--- config.mk ---
export PLATFORM = sky130hd
export DESIGN_NAME = therm_trip_unit
export DESIGN_NICKNAME = d
export VERILOG_FILES = /design/src/rtl/therm_trip_pkg.sv /design/src/rtl/therm_trip_ctrl.sv /design/src/rtl/therm_trip_dp.sv /design/src/rtl/therm_trip_unit.sv
export SDC_FILE = /design/constraint.sdc
export NUM_CORES = 1
export LEC_CHECK = 0
export ABC_CLOCK_PERIOD_IN_PS = 1200
export BUFFER_PORTS_ARGS = -buffer_cell sky130_fd_sc_hd__buf_2
export CAP_MARGIN = 20
export CORE_UTILIZATION = 51
export DETAILED_ROUTE_END_ITERATION = 16
export PLACE_DENSITY = 0.81
export SLEW_MARGIN = 20
export SYNTH_ARGS = -nofsm -noshare
export SYNTH_HDL_FRONTEND = slang
export SYNTH_SLANG_ARGS = --single-unit
--- constraint.sdc ---
create_clock -name clk -period 1.2 [get_ports clk]
set_input_delay 0.06 -clock clk [delete_from_list [all_inputs] [get_ports clk]]
set_output_delay 0.06 -clock clk [all_outputs]
set_load 0.01 [all_outputs]
--- src/rtl/therm_trip_pkg.sv ---
package therm_trip_pkg;

  // Compare results for one channel, produced by the datapath
  typedef struct packed {
    logic overHot;      // reading > throttle limit
    logic underRelease; // reading < throttle limit - hysteresis
    logic atTrip;       // reading >= shutdown limit
  } chanCmp_t;

  // Update strobes for one channel, produced by the control
  typedef struct packed {
    logic hotSet;
    logic hotClr;
    logic tripSet;
  } chanStrobe_t;

endpackage

--- src/rtl/therm_trip_ctrl.sv ---
module therm_trip_ctrl
  import therm_trip_pkg::*;
#(
  parameter int NUM_CH = 4
) (
  input  logic                     clk,
  input  logic                     rst_n,
  input  logic [NUM_CH-1:0]        sampleValid,
  input  logic [NUM_CH-1:0]        chanEnable,
  input  chanCmp_t [NUM_CH-1:0]    cmp,
  output chanStrobe_t [NUM_CH-1:0] strb
);

  for (genvar i = 0; i < NUM_CH; i++) begin : g_qual
    logic qualified;
    assign qualified       = sampleValid[i] & chanEnable[i];
    assign strb[i].hotSet  = qualified & cmp[i].overHot;
    assign strb[i].hotClr  = ~chanEnable[i] | (qualified & cmp[i].underRelease);
    assign strb[i].tripSet = qualified & cmp[i].atTrip;


    disabled_no_set_chk: assert property (@(posedge clk) disable iff (!rst_n)
      !chanEnable[i] |-> !strb[i].hotSet && !strb[i].tripSet);
  end

endmodule

--- src/rtl/therm_trip_dp.sv ---
module therm_trip_dp
  import therm_trip_pkg::*;
#(
  parameter int NUM_CH = 4,
  parameter int TEMP_W = 32
) (
  input  logic                     clk,
  input  logic                     rst_n,
  input  logic [NUM_CH*TEMP_W-1:0] sampleTemp,
  input  logic [NUM_CH*TEMP_W-1:0] hotLimit,
  input  logic [NUM_CH*TEMP_W-1:0] tripLimit,
  input  logic [TEMP_W-1:0]        hystMargin,
  input  chanStrobe_t [NUM_CH-1:0] strb,
  output chanCmp_t [NUM_CH-1:0]    cmp,
  output logic [NUM_CH-1:0]        hotQ,
  output logic [NUM_CH-1:0]        tripQ
);

  localparam int EXT_W = TEMP_W + 1;

  logic signed [EXT_W-1:0] hystX;
  assign hystX = EXT_W'($signed(hystMargin));

  for (genvar i = 0; i < NUM_CH; i++) begin : g_chan
    logic signed [EXT_W-1:0] tempX, hotX, relX, tripX;

    assign tempX = EXT_W'($signed(sampleTemp[i*TEMP_W +: TEMP_W]));
    assign hotX  = EXT_W'($signed(hotLimit[i*TEMP_W +: TEMP_W]));
    assign tripX = EXT_W'($signed(tripLimit[i*TEMP_W +: TEMP_W]));
    assign relX  = hotX - hystX;

    assign cmp[i].overHot      = tempX > hotX;
    assign cmp[i].underRelease = tempX < relX;
    assign cmp[i].atTrip       = tempX >= tripX;

    always_ff @(posedge clk or negedge rst_n) begin
      if (!rst_n) begin
        hotQ[i]  <= 1'b0;
        tripQ[i] <= 1'b0;
      end else begin
        if (strb[i].hotSet)      hotQ[i] <= 1'b1;
        else if (strb[i].hotClr) hotQ[i] <= 1'b0;
        if (strb[i].tripSet)     tripQ[i] <= 1'b1;
      end
    end


    trip_sticky_chk: assert property (@(posedge clk) disable iff (!rst_n)
      tripQ[i] |=> tripQ[i]);


    hot_release_chk: assert property (@(posedge clk) disable iff (!rst_n)
      $fell(hotQ[i]) |-> $past(strb[i].hotClr));
  end

endmodule

--- src/rtl/therm_trip_unit.sv ---
module therm_trip_unit
  import therm_trip_pkg::*;
#(
  parameter int NUM_CH = 4,
  parameter int TEMP_W = 32
) (
  input  logic                     clk,
  input  logic                     rst_n,
  input  logic [NUM_CH*TEMP_W-1:0] sampleTemp,
  input  logic [NUM_CH-1:0]        sampleValid,
  input  logic [NUM_CH-1:0]        chanEnable,
  input  logic [NUM_CH*TEMP_W-1:0] hotLimit,
  input  logic [NUM_CH*TEMP_W-1:0] tripLimit,
  input  logic [TEMP_W-1:0]        hystMargin,
  output logic [NUM_CH-1:0]        throttleReq,
  output logic                     shutdownTrig,
  output logic [2*NUM_CH-1:0]      statusWord
);

  chanCmp_t    [NUM_CH-1:0] cmp;
  chanStrobe_t [NUM_CH-1:0] strb;
  logic        [NUM_CH-1:0] hotQ;
  logic        [NUM_CH-1:0] tripQ;

  therm_trip_ctrl #(.NUM_CH(NUM_CH)) u_ctrl (
    .clk         (clk),
    .rst_n       (rst_n),
    .sampleValid (sampleValid),
    .chanEnable  (chanEnable),
    .cmp         (cmp),
    .strb        (strb)
  );

  therm_trip_dp #(.NUM_CH(NUM_CH), .TEMP_W(TEMP_W)) u_dp (
    .clk        (clk),
    .rst_n      (rst_n),
    .sampleTemp (sampleTemp),
    .hotLimit   (hotLimit),
    .tripLimit  (tripLimit),
    .hystMargin (hystMargin),
    .strb       (strb),
    .cmp        (cmp),
    .hotQ       (hotQ),
    .tripQ      (tripQ)
  );

  assign throttleReq  = hotQ;
  assign shutdownTrig = |tripQ;
  assign statusWord   = {tripQ, hotQ};


  shutdown_sticky_chk: assert property (@(posedge clk) disable iff (!rst_n)
    shutdownTrig |=> shutdownTrig);

  for (genvar i = 0; i < NUM_CH; i++) begin : g_chk

    invalid_hold_chk: assert property (@(posedge clk) disable iff (!rst_n)
      (!sampleValid[i] && chanEnable[i]) |=>
        $stable(throttleReq[i]) && $stable(statusWord[NUM_CH+i]));


    disable_clear_chk: assert property (@(posedge clk) disable iff (!rst_n)
      !chanEnable[i] |=> !throttleReq[i]);


    throttle_rise_chk: assert property (@(posedge clk) disable iff (!rst_n)
      $rose(throttleReq[i]) |-> $past(sampleValid[i] && chanEnable[i]));
  end

endmodule

==> impl_summary.md, run 1 <==
Synthesis
In the synthesized netlist the async set-or-reset flop fraction comes to 100.0%. Synthesis produced a netlist whose cell count is 2,108. Yosys attributes the largest share of cell area to sky130_fd_sc_hd__ha_1 40%, sky130_fd_sc_hd__a21o_1 8.4%, sky130_fd_sc_hd__inv_1 7.7%.

Ranked by instance count, the synthesized netlist is headed by 512 x sky130_fd_sc_hd__ha_1, 327 x sky130_fd_sc_hd__inv_1, 200 x sky130_fd_sc_hd__a21oi_1. The total nets after synthesis is 3,050. The synthesized design contains 8 register bits.

The fraction of post-synthesis cell area in the top cell type by area is 40.44%. The number of synthesized flops with an enable pin is 0. The largest area contributor in the synthesized netlist is sky130_fd_sc_hd__ha_1. In the post-synthesis netlist, the cell with the most instances is sky130_fd_sc_hd__ha_1. Counting distinct cell types in the post-synthesis netlist gives 81.

The number of warnings reported in the yosys synthesis log is 0. Sequential cells were found to cover 1.264% of the synthesized design area. The commonest register cell after synthesis is sky130_fd_sc_hd__dfrtp_1.

The post-synthesis average cell area is 7.514 µm². The mapped netlist covers 15,840 µm².

Die
The placeable core region is 30,590 µm². The number of top-level pins is 439. In this run the horizontal extent of the chip is 178.2 µm. The area of the die is 31,770 µm². The site row count is 64. The initial utilization of the core area, before any placement, comes to 51.78%. In this run the vertical extent of the chip is 178.2 µm.

Detailed routing
Dividing the detail-routed wire length by the instance count gives 18.29 µm. The count of TritonRoute iterations in the first routing pass is 7. The detailed router's first-iteration violation count is 1,377. Wires add up to 65,010 µm.

In this run the remaining antenna-violating nets after routing total 0. Across all layers, the routed design uses 20,700 vias. The total DRC errors in the routed layout is 0.

The detail-routed via count per cell is 5.822.

Global route
The initial antenna violation count is 14. The first global-routing pass estimated 96,290 µm of wire. The total global-route track usage is 38.04%. The via count of the first global-routing pass is 20,420. The aggregate global routing overflow is 0. Entering global routing, the biggest net connects 9 pins.

STA
The worst max-slew margin expressed relative to the limit is 64.75%. The number of endpoints failing setup at the final stage is 9. The number of max-slew violations in the final report is 0. The highest attainable clock frequency is 0.2330 GHz.

The hold violation total from the final report is 0. Final hold analysis gives a worst-case slack of 0.1188 ns. The slew at the pin closest to its max-slew limit is 0.5154 ns. The period utilization is 357.6%. The worst path in the final design needs a cycle of 4.291 ns, including I/O delays and setup.

The worst clock skew is 0 ns. Setup slack on the critical path of the routed design comes to -3.091 ns. Setup repair after global routing could not meet its margin everywhere.

Finish
The sequential cells in the finished layout cover a total of 200.2 µm². The final net count is 4,082. The multi-input combinational cell area is 15,050 µm². Excluding fillers, the count of instances in the completed layout stands at 3,555. The number of fill cells is 2,107. The area growth from synthesis to final layout is 51.79%. The share of the core filled with cells is 78.60%. The share of cells above drive strength 1 is 37.73%.

Run
Max-cap violations in this run came to 0.

Worst setup path
The category of the most critical setup path is in2reg. At the worst endpoint, the required time is 1.33 ns. The endpoint kind of the worst setup timing path is a register. STA puts the critical path data arrival time at 4.42 ns. The worst setup path is launched from a primary input. The top fanout value on the critical path is 5.

Clocking
The number of H-tree levels is 1. The largest buffer count on any clock path is 2. Clock-pin slew was measured on the worst setup and hold paths at 0.04 ns. The clock tree from TritonCTS is done. Counting the buffers created by CTS gives 3. The root cell of the clock tree is sky130_fd_sc_hd__clkbuf_16. For the worst-skew pair, the clock arrives at the later sink with an insertion delay of 0.24 ns.

The number of clock sinks seen by CTS is 8.

Placed design
The count of input and output buffers is 438. The number of placed instances, taps included, is 3,500. The placed wire-length estimate after detailed placement is 55,000 µm. Routability-driven placement finished with a final weighted congestion of 0.9969.

Status
The final reports fail on setup timing. The flow ran to the end, but the final reports show violations.

Power and ir drop
Overall power consumption after layout is estimated at 13,650 µW. The maximum VDD drop is 0.0003167 V. The power density of the placed cells is 567.8 nW/µm². For this design the static power due to leakage is 0.01407 µW.

Worst hold path
The tightest min-delay check is of the in2reg type.
==> flip-flops by register name, summed over array words and instances, names as in the netlist <==
name,cells
u_dp.hotQ,4
u_dp.tripQ,4
==> cells by family after synthesis <==
group,after synthesis,share of synthesized area [%]
AO/OA/AOI/OAI,678,28.27
XOR/XNOR,112,6.193
adder cells (fa/ha/maj),516,40.95
buffers and inverters,339,8.128
flip-flops,8,1.264
multiplexers,3,0.1975
AND/OR/NAND/NOR,452,15.00
==> final cells by class <==
type | instances | share of cell area, %
Sequential cell | 8 | 0.8326
Timing Repair Buffer | 1039 | 28.56
Antenna cell | 21 | 0.2186
Clock buffer | 3 | 0.3122
Inverter | 327 | 5.412
Multi-Input combinational cell | 1761 | 62.60
Tap cell | 396 | 2.061
==> through the flow <==
| stage | worst slack [ns] | setup TNS, ns | area, µm² |
|---|---|---|---|
| after floorplan | -2.838 | -11.82 | 16130 |
| after global routing | -3.358 | -15.59 | 24020 |
| final | -3.091 | -14.24 | 24040 |
| after CTS | -2.953 | -13.63 | 23680 |
| after global placement | -3.115 | -15.65 | 23050 |
| after detailed placement | -3.305 | -16.48 | 23050 |
==> critical path, stage by stage <==
cell and delay (ns):
sky130_fd_sc_hd__buf_8 0.07, sky130_fd_sc_hd__clkinvlp_4 0.24, sky130_fd_sc_hd__buf_6 0.22, sky130_fd_sc_hd__fa_2 0.38
sky130_fd_sc_hd__a21o_1 0.20, sky130_fd_sc_hd__a221oi_2 0.31, sky130_fd_sc_hd__a211o_2 0.21, sky130_fd_sc_hd__a211oi_2 0.08
sky130_fd_sc_hd__or2_4 0.26, sky130_fd_sc_hd__a2111o_1 0.36, sky130_fd_sc_hd__a31o_1 0.22, sky130_fd_sc_hd__a31oi_2 0.15
sky130_fd_sc_hd__xor2_1 0.09, sky130_fd_sc_hd__ha_1 0.30, sky130_fd_sc_hd__nand4_1 0.12, sky130_fd_sc_hd__or4_4 0.45
sky130_fd_sc_hd__a31oi_4 0.19, sky130_fd_sc_hd__o21ai_2 0.09, sky130_fd_sc_hd__mux2i_1 0.14, sky130_fd_sc_hd__nand2_1 0.06
sky130_fd_sc_hd__a32o_1 0.21
==> power by group <==
group	leakage, µW	internal [µW]	switching (µW)
Combinational	0.0139	6390	6250
Clock	0.0000371	433	169
Sequential	0.0000917	323	80.0
Total	0.0141	7150	6500
==> cell usage in the layout, fill, tap and decap left out, types with 27 or more instances in the layout <==
| cell type | instances |
|---|---|
| sky130_fd_sc_hd__nand4_1 | 84 |
| sky130_fd_sc_hd__a21o_1 | 178 |
| sky130_fd_sc_hd__nand2b_1 | 30 |
| sky130_fd_sc_hd__buf_4 | 589 |
| sky130_fd_sc_hd__xor2_1 | 62 |
| sky130_fd_sc_hd__nor2_1 | 90 |
| sky130_fd_sc_hd__nor2b_1 | 36 |
| sky130_fd_sc_hd__nand3_1 | 37 |
| sky130_fd_sc_hd__o21ai_0 | 89 |
| sky130_fd_sc_hd__buf_2 | 423 |
| sky130_fd_sc_hd__o21a_1 | 27 |
| sky130_fd_sc_hd__nand2_1 | 77 |
| sky130_fd_sc_hd__xnor2_1 | 50 |
| sky130_fd_sc_hd__a21oi_1 | 178 |
| sky130_fd_sc_hd__inv_1 | 309 |
| sky130_fd_sc_hd__ha_1 | 488 |
==> layer usage <==
metal	wire length, µm	up-vias	GRT usage [%]	part of all wire, %
met3	4478	297	3.474	6.9
met5	14	-	0	0.022
li1	-	9847	-	-
met4	4546	2	23.13	7.0
met1	26400	9614	45.75	41
met2	29560	937	65.32	45
==> worst paths after layout <==
check / from / to / slack [ns] / cells after the start
setup reg to reg: u_dp.tripQ[0] / u_dp.tripQ[0] / -0.22 / 5
hold / removal: chanEnable[1] / u_dp.tripQ[1] / 0.12 / 2
hold reg to reg: u_dp.hotQ[3] / u_dp.hotQ[3] / 0.57 / 1
max in group asynchronous: rst_n / u_dp.hotQ[1] / 0.74 / 2
setup / recovery: hystMargin[1] / u_dp.hotQ[3] / -3.09 / 21
min in group asynchronous: rst_n / u_dp.tripQ[3] / 0.23 / 2
==> repair_timing <==
action	CTS	global route
pin swaps	82	54
setup buffers	25	6
endpoints found under the hold margin	8	0
gates resized for setup	80	52
hold buffers	1	0
endpoints found under the setup margin	9	9
No activity file was read; power rests on OpenSTA's default activity.
==> run 2, diff against run 1 <==
--- a/config.mk
+++ b/config.mk
@@ -11,6 +11,7 @@
 export CORE_UTILIZATION = 51
 export DETAILED_ROUTE_END_ITERATION = 16
 export PLACE_DENSITY = 0.81
+export RECOVER_POWER = 25
 export SLEW_MARGIN = 20
 export SYNTH_ARGS = -nofsm -noshare
 export SYNTH_HDL_FRONTEND = slang
==> impl_summary.md, run 2 (same netlist as run 1, synthesis figures left out) <==
Status
The run finished, with violations left. The checks that failed: setup timing.

Power and ir drop
The internal portion of total power was 7149 µW (about the same). The proportion of power drawn by flip-flops and latches is 3.0% (about the same). The power dissipated by switching net loads was 6496 µW (about the same). The combinational share of power is 92.6% (about the same). The fraction of power consumed by the clock network was 4.4% (about the same). The maximum VDD drop is 0.0003180 V (+0.43%).

The overall power after layout came to 13,640 µW (about the same). The leakage dissipation is 0.01407 µW (about the same). The switching power share of the total came to 47.60% (about the same).

The power density of the placed cells is 567.5 nW/µm² (about the same).

Finish
The largest registers in the layout are u_dp.hotQ x4, u_dp.tripQ x4. The area growth from synthesis to final layout is 51.78% (about the same). The final net count is 4,082 (unchanged).

The share of cells above drive strength 1 is 37.70% (about the same). The most common cell after layout, fill and taps aside is sky130_fd_sc_hd__buf_4. In the layout the commonest cells are 589 x sky130_fd_sc_hd__buf_4, 488 x sky130_fd_sc_hd__ha_1, 422 x sky130_fd_sc_hd__buf_2.

Worst setup path
The top fanout value on the critical path was 5 (unchanged). The required time reported for the critical path endpoint is 1.33 ns (about the same). The endpoint kind of the worst setup timing path is a register. STA classifies the critical path startpoint as a primary input. The critical path is of the in2reg type.

The data arrival time of the critical path was 4.40 ns (-0.02 ns).

Clocking
The largest buffer count on any clock path is 2 (unchanged). The clock transition time at the flip-flop clock pins of the worst setup and hold paths was 0.04 ns (about the same). The clock tree from TritonCTS is done. The clock insertion delay at the later pin of the skew report is 0.24 ns (about the same). The tree is rooted in a sky130_fd_sc_hd__clkbuf_16. The number of H-tree levels is 1 (unchanged). The number of clock sinks seen by CTS was 8 (unchanged).

The TritonCTS buffer count is 3 (unchanged).

Detailed routing
The detailed router's first-iteration violation count is 1,429 (+3.8%). The count of TritonRoute iterations in the first routing pass is 5 (-2). The final antenna-violating net count is 0 (unchanged). The detailed-route wire length per cell is 18.28 µm (about the same). The detail-routed via count per cell is 5.811 (-0.19%). The total DRC errors in the routed layout is 0 (unchanged). The total routed wirelength was 64,990 µm (about the same).

The vias after detailed routing is 20,660 (-0.19%).

STA
The worst slack on hold paths is 0.1181 ns (-0.0006430 ns). The setup TNS is -14.28 ns (-0.03070 ns). The worst clock skew is 0 ns (unchanged). The number of endpoints failing setup at the final stage is 9 (unchanged). The highest attainable clock frequency came to 0.2339 GHz (+0.37%).

The hold violation total from the final report is 0 (unchanged). The period utilization came to 356.3% (-1.3 points). The slew at the pin closest to its max-slew limit is 0.7284 ns (+0.2130 ns).

The post-route worst setup slack is -3.076 ns (+0.01564 ns). The worst max-slew margin expressed relative to the limit is 51.44% (-13 points). The clock period minus final worst setup slack was 4.276 ns (-0.01564 ns). The number of max-slew violations in the final report came to 0 (unchanged).

Setup repair after global routing could not meet its margin everywhere.

Die
The area of the die came to 31,770 µm² (unchanged). The vertical extent of the die is 178.2 µm (unchanged). The number of top-level pins is 439 (unchanged).

The site row count is 64 (unchanged). The placeable core region is 30,590 µm² (unchanged). The starting density of the core is 51.78% (unchanged).

The width of the die is 178.2 µm (unchanged).

Placed design
The placed wire-length estimate after detailed placement was 55,000 µm (unchanged). The count of input and output buffers is 438 (unchanged). The final weighted congestion in routability-driven placement is 0.9969 (unchanged).

Global route
The largest net degree at the start of global routing is 9 (unchanged). The aggregate global routing overflow is 0 (unchanged). The via count of the first global-routing pass is 20,420 (unchanged). The first-pass GRT wire length was 96,290 µm (unchanged). The total global-route track usage is 38.04% (unchanged). The initial antenna violation count is 14 (unchanged).

Worst hold path
The type of the worst min-delay path is in2reg.

Run
The max capacitance violation total is 0 (unchanged).
==> run 2: changes by cell type in the layout (fill, tap and decap cells not counted) <==
cell / before / now
sky130_fd_sc_hd__buf_2: 423 / 422
sky130_fd_sc_hd__clkbuf_1: 0 / 1
==> run 2: what timing repair did <==
item / 4_1_cts / 5_1_grt
setup buffers: 25 / 6
endpoints found under the hold margin: 8 / 0
gates resized for setup: 80 / 52
hold buffers: 1 / 0
setup endpoints to repair: 9 / 9
pin swaps: 82 / 54
==> run 2: final cells by class <==
type,count,area (µm²)
diodes,21,52.55
clock buffers,3,75.07
flip-flops and latches,8,200.2
fillers,2108,6548
inverters,327,1301
multi-input cells,1761,15050
repair buffers,1039,6865
well taps,396,495.5
==> run 2: per-stage QoR <==
step	area (µm²)	instances	utilization, %	worst slack, ns
2_1_floorplan	16130	2108	-	-2.838
3_3_place_gp	23050	3500	75.36	-3.115
3_5_place_dp	23050	3500	75.36	-3.305
4_1_cts	23680	3529	77.41	-2.953
5_1_grt	24020	3547	78.53	-3.358
6_report	24040	3555	78.60	-3.076
==> run 2: worst max-delay path: stages <==
cell	delay, ns
sky130_fd_sc_hd__buf_8	0.07
sky130_fd_sc_hd__clkinvlp_4	0.24
sky130_fd_sc_hd__buf_6	0.22
sky130_fd_sc_hd__fa_2	0.38
sky130_fd_sc_hd__a21o_1	0.20
sky130_fd_sc_hd__a221oi_2	0.29
sky130_fd_sc_hd__a211o_2	0.20
sky130_fd_sc_hd__a211oi_2	0.08
sky130_fd_sc_hd__or2_4	0.26
sky130_fd_sc_hd__a2111o_1	0.36
sky130_fd_sc_hd__a31o_1	0.22
sky130_fd_sc_hd__a31oi_2	0.15
sky130_fd_sc_hd__xor2_1	0.09
sky130_fd_sc_hd__ha_1	0.30
sky130_fd_sc_hd__nand4_1	0.12
sky130_fd_sc_hd__or4_4	0.45
sky130_fd_sc_hd__a31oi_4	0.19
sky130_fd_sc_hd__o21ai_2	0.09
sky130_fd_sc_hd__mux2i_1	0.14
sky130_fd_sc_hd__nand2_1	0.06
sky130_fd_sc_hd__a32o_1	0.21
==> run 2: worst paths after layout <==
check	startpoint	end	slack, ns	cells past startpoint
max reg2reg	u_dp.tripQ[0]	u_dp.tripQ[0]	-0.22	5
max	hystMargin[1]	u_dp.hotQ[3]	-3.08	21
max in group asynchronous	rst_n	u_dp.hotQ[0]	0.35	2
min	chanEnable[1]	u_dp.tripQ[1]	0.12	2
min reg2reg	u_dp.hotQ[3]	u_dp.hotQ[3]	0.57	1
min in group asynchronous	rst_n	u_dp.tripQ[3]	0.39	2
==> run 2: metal layers <==
metal / track usage, % / vias to the layer above / share of wire [%]
li1: - / 9847 / -
met1: 45.75 / 9561 / 40
met2: 65.32 / 954 / 46
met3: 3.474 / 294 / 7.1
met4: 23.13 / 2 / 7.0
met5: 0 / - / 0.022
==> run 2: power by group through the flow <==
| stage | registers (µW) | clock network, µW | logic (µW) |
|---|---|---|---|
| 6_report | 405 | 601 | 12600 |
| 3_5_place_dp | 388 | 0 | 11500 |
| 5_1_grt | 405 | 605 | 13900 |
| 2_1_floorplan | 395 | 0 | 6390 |
| 3_3_place_gp | 387 | 0 | 11000 |
| 4_1_cts | 393 | 598 | 12000 |
==> run 3, diff against run 2 <==
--- a/config.mk
+++ b/config.mk
@@ -8,7 +8,9 @@
 export ABC_CLOCK_PERIOD_IN_PS = 1200
 export BUFFER_PORTS_ARGS = -buffer_cell sky130_fd_sc_hd__buf_2
 export CAP_MARGIN = 20
-export CORE_UTILIZATION = 51
+export CELL_PAD_IN_SITES_DETAIL_PLACEMENT = 2
+export CELL_PAD_IN_SITES_GLOBAL_PLACEMENT = 2
+export CORE_UTILIZATION = 28
 export DETAILED_ROUTE_END_ITERATION = 16
 export PLACE_DENSITY = 0.81
 export RECOVER_POWER = 25
==> impl_summary.md, run 3 (same netlist as run 1, synthesis figures left out) <==
STA
The slew at the pin closest to its max-slew limit came to 0.7840 ns (+0.05564 ns). The worst clock skew came to 0 ns (unchanged). The clock period minus final worst setup slack came to 4.407 ns (+0.1319 ns). The number of endpoints failing setup at the final stage is 9 (unchanged). The post-route worst setup slack is -3.207 ns (-0.1319 ns). The highest attainable clock frequency is 0.2269 GHz (-3.0%). Setup repair after global routing could not meet its margin everywhere. The hold violation total from the final report was 0 (unchanged). The period utilization is 367.3% (+11 points). The worst max-slew margin expressed relative to the limit came to 47.73% (-3.7 points).

The number of max-slew violations in the final report is 0 (unchanged).

Detailed routing
The detailed-route wire length per cell came to 24.82 µm (+36%). The final antenna-violating net count came to 0 (unchanged). The count of TritonRoute iterations in the first routing pass came to 5 (unchanged). The detailed router's first-iteration violation count is 759 (-47%). The total DRC errors in the routed layout is 0 (unchanged). The vias after detailed routing is 21,230 (+2.8%).

The total routed wirelength is 97,950 µm (+51%). The detail-routed via count per cell is 5.379 (-7.4%).

Status
The run finished, with violations left. The checks that failed: setup timing.

Placed design
The final weighted congestion in routability-driven placement is 0.9032 (-9.4%). The placed wire-length estimate after detailed placement is 84,950 µm (+54%). The minimum setup slack after placement is -3.551 ns (-0.2461 ns).

The count of input and output buffers is 438 (unchanged). The placed cell count is 3,893 (+11%).

Die
The vertical extent of the die is 239.9 µm (+35%). The number of top-level pins is 439 (unchanged). The starting density of the core came to 28.53% (-23 points). The width of the die is 239.9 µm (+35%). The site row count is 86 (+34%). The placeable core region was 55,520 µm² (+82%).

The area of the die came to 57,530 µm² (+81%).

Worst setup path
The endpoint kind of the worst setup timing path is a register. The setup slack of the worst register-to-register path is -0.35 ns (-0.13 ns). The worst register-to-register path ends at u_dp.tripQ[0].

The top fanout value on the critical path is 3 (-2). The required time reported for the critical path endpoint is 1.32 ns (about the same). The data arrival time of the critical path is 4.53 ns (+0.13 ns).

The setup path with the least slack is of type in2reg. The worst flop-to-flop path startpoint is u_dp.tripQ[0]. STA classifies the critical path startpoint as a primary input.

The depth of the worst register-to-register path is 6 (+1).

Finish
The final net count came to 4,114 (+0.78%). The number of fill cells was 6,523 (+210%). In the layout the commonest cells are 618 x sky130_fd_sc_hd__buf_4, 482 x sky130_fd_sc_hd__ha_1, 424 x sky130_fd_sc_hd__buf_2. The area growth from synthesis to final layout is 57.29%. The number of standard cells in the final layout excluding fillers was 3,947 (+11%). The multi-input combinational cell area is 15,180 µm² (+0.87%).

The share of cells above drive strength 1 was 39.12% (+1.4 points). The largest registers in the layout are u_dp.hotQ x4, u_dp.tripQ x4. The most common cell after layout, fill and taps aside is sky130_fd_sc_hd__buf_4. The combined flip-flop and latch cell area came to 201.4 µm² (+0.62%).

Global route
The first-pass GRT wire length is 140,600 µm (+46%). The aggregate global routing overflow is 0 (unchanged). The via count of the first global-routing pass is 24,430 (+20%).

The largest net degree at the start of global routing is 9 (unchanged). The initial antenna violation count came to 31 (+17). The total global-route track usage came to 31.90% (-6.1 points).

Run
The max capacitance violation total is 0 (unchanged).

Power and ir drop
The leakage dissipation is 0.01425 µW (+1.3%). The power density of the placed cells is 609.5 nW/µm² (+7.4%). The maximum VDD drop was 0.0004037 V (+27%).

Worst hold path
The terminating pin of the worst hold path is u_dp.tripQ[1]. The cell depth of the worst min-delay path came to 2 (unchanged). The type of the worst min-delay path is in2reg.

The worst hold path begins at chanEnable[1].

Clocking
TritonCTS built the clock tree. The number of H-tree levels is 1 (unchanged). The largest buffer count on any clock path is 2 (unchanged). The clock transition time at the flip-flop clock pins of the worst setup and hold paths was 0.05 ns (about the same). The number of clock sinks seen by CTS is 8 (unchanged). The clock insertion delay at the later pin of the skew report is 0.25 ns (about the same). The root cell of the clock tree is sky130_fd_sc_hd__clkbuf_16.

The TritonCTS buffer count came to 3 (unchanged).
run 3: timing repair:
action,CTS,global route
pin swaps,83,52
hold buffers,1,0
setup buffers,18,3
endpoints found under the setup margin,9,9
gates resized for setup,125,45
hold endpoints to repair,8,0
run 3: worst max-delay path by stage:
| stage | start | end | slack (ns) | cells past startpoint |
|---|---|---|---|---|
| floorplan | hotLimit[96] | u_dp.hotQ[3] | -2.84 | 22 |
| global placement | hystMargin[0] | u_dp.hotQ[1] | -3.25 | 21 |
| detailed placement | hystMargin[0] | u_dp.hotQ[1] | -3.55 | 23 |
| CTS | hotLimit[32] | u_dp.hotQ[1] | -3.04 | 24 |
| global route | hystMargin[4] | u_dp.hotQ[1] | -3.38 | 23 |
| finish | hotLimit[32] | u_dp.hotQ[1] | -3.21 | 23 |
run 3: layout make-up:
class,count,share of cell area (%)
timing repair buffer,1071,28.69
clock buffer,3,0.3013
antenna,29,0.2913
sequential,8,0.8085
inverter,327,5.218
tap,748,3.756
multi-input combinational,1761,60.94
run 3: worst max-delay path: stages:
cell                        delay [ns]
sky130_fd_sc_hd__buf_2            0.11
sky130_fd_sc_hd__inv_1            0.05
sky130_fd_sc_hd__ha_2             0.17
sky130_fd_sc_hd__inv_1            0.06
sky130_fd_sc_hd__fa_2             0.37
sky130_fd_sc_hd__a21o_1           0.21
sky130_fd_sc_hd__a221oi_4         0.35
sky130_fd_sc_hd__o2bb2ai_4        0.17
sky130_fd_sc_hd__a2111oi_2        0.12
sky130_fd_sc_hd__or3b_4           0.42
sky130_fd_sc_hd__a41o_1           0.25
sky130_fd_sc_hd__o21a_1           0.23
sky130_fd_sc_hd__a41oi_2          0.23
sky130_fd_sc_hd__xnor2_2          0.15
sky130_fd_sc_hd__ha_1             0.27
sky130_fd_sc_hd__nand4_1          0.13
sky130_fd_sc_hd__nor2_1           0.07
sky130_fd_sc_hd__nor2_1           0.08
sky130_fd_sc_hd__nand2_1          0.08
sky130_fd_sc_hd__a221oi_2         0.25
sky130_fd_sc_hd__nand3_1          0.12
sky130_fd_sc_hd__o31a_1           0.26
sky130_fd_sc_hd__a32o_1           0.32
run 3: report_power, final:
part,switching (µW),internal (µW)
logic,7410,6730
clock network,214,437
registers,72.6,323
total,7690,7490
run 3: metrics by stage:
stage	power (µW)	setup TNS [ns]	area, µm²	hold WS (ns)	util (%)
2_1_floorplan	6787	-11.82	16130	-0.2356	-
3_3_place_gp	11960	-16.59	23850	-0.03632	42.96
6_report	15190	-14.96	24920	0.1020	44.87
5_1_grt	16260	-15.93	24910	0.1076	44.86
3_5_place_dp	13370	-18.40	23850	-0.03523	42.96
4_1_cts	14580	-14.40	24610	0.1102	44.33
run 3: layer usage:
layer	global-route usage [%]	part of all wire, %
met5	0	0.086
met4	15.56	5.5
met3	2.250	3.6
met2	60.98	52
met1	35.28	39
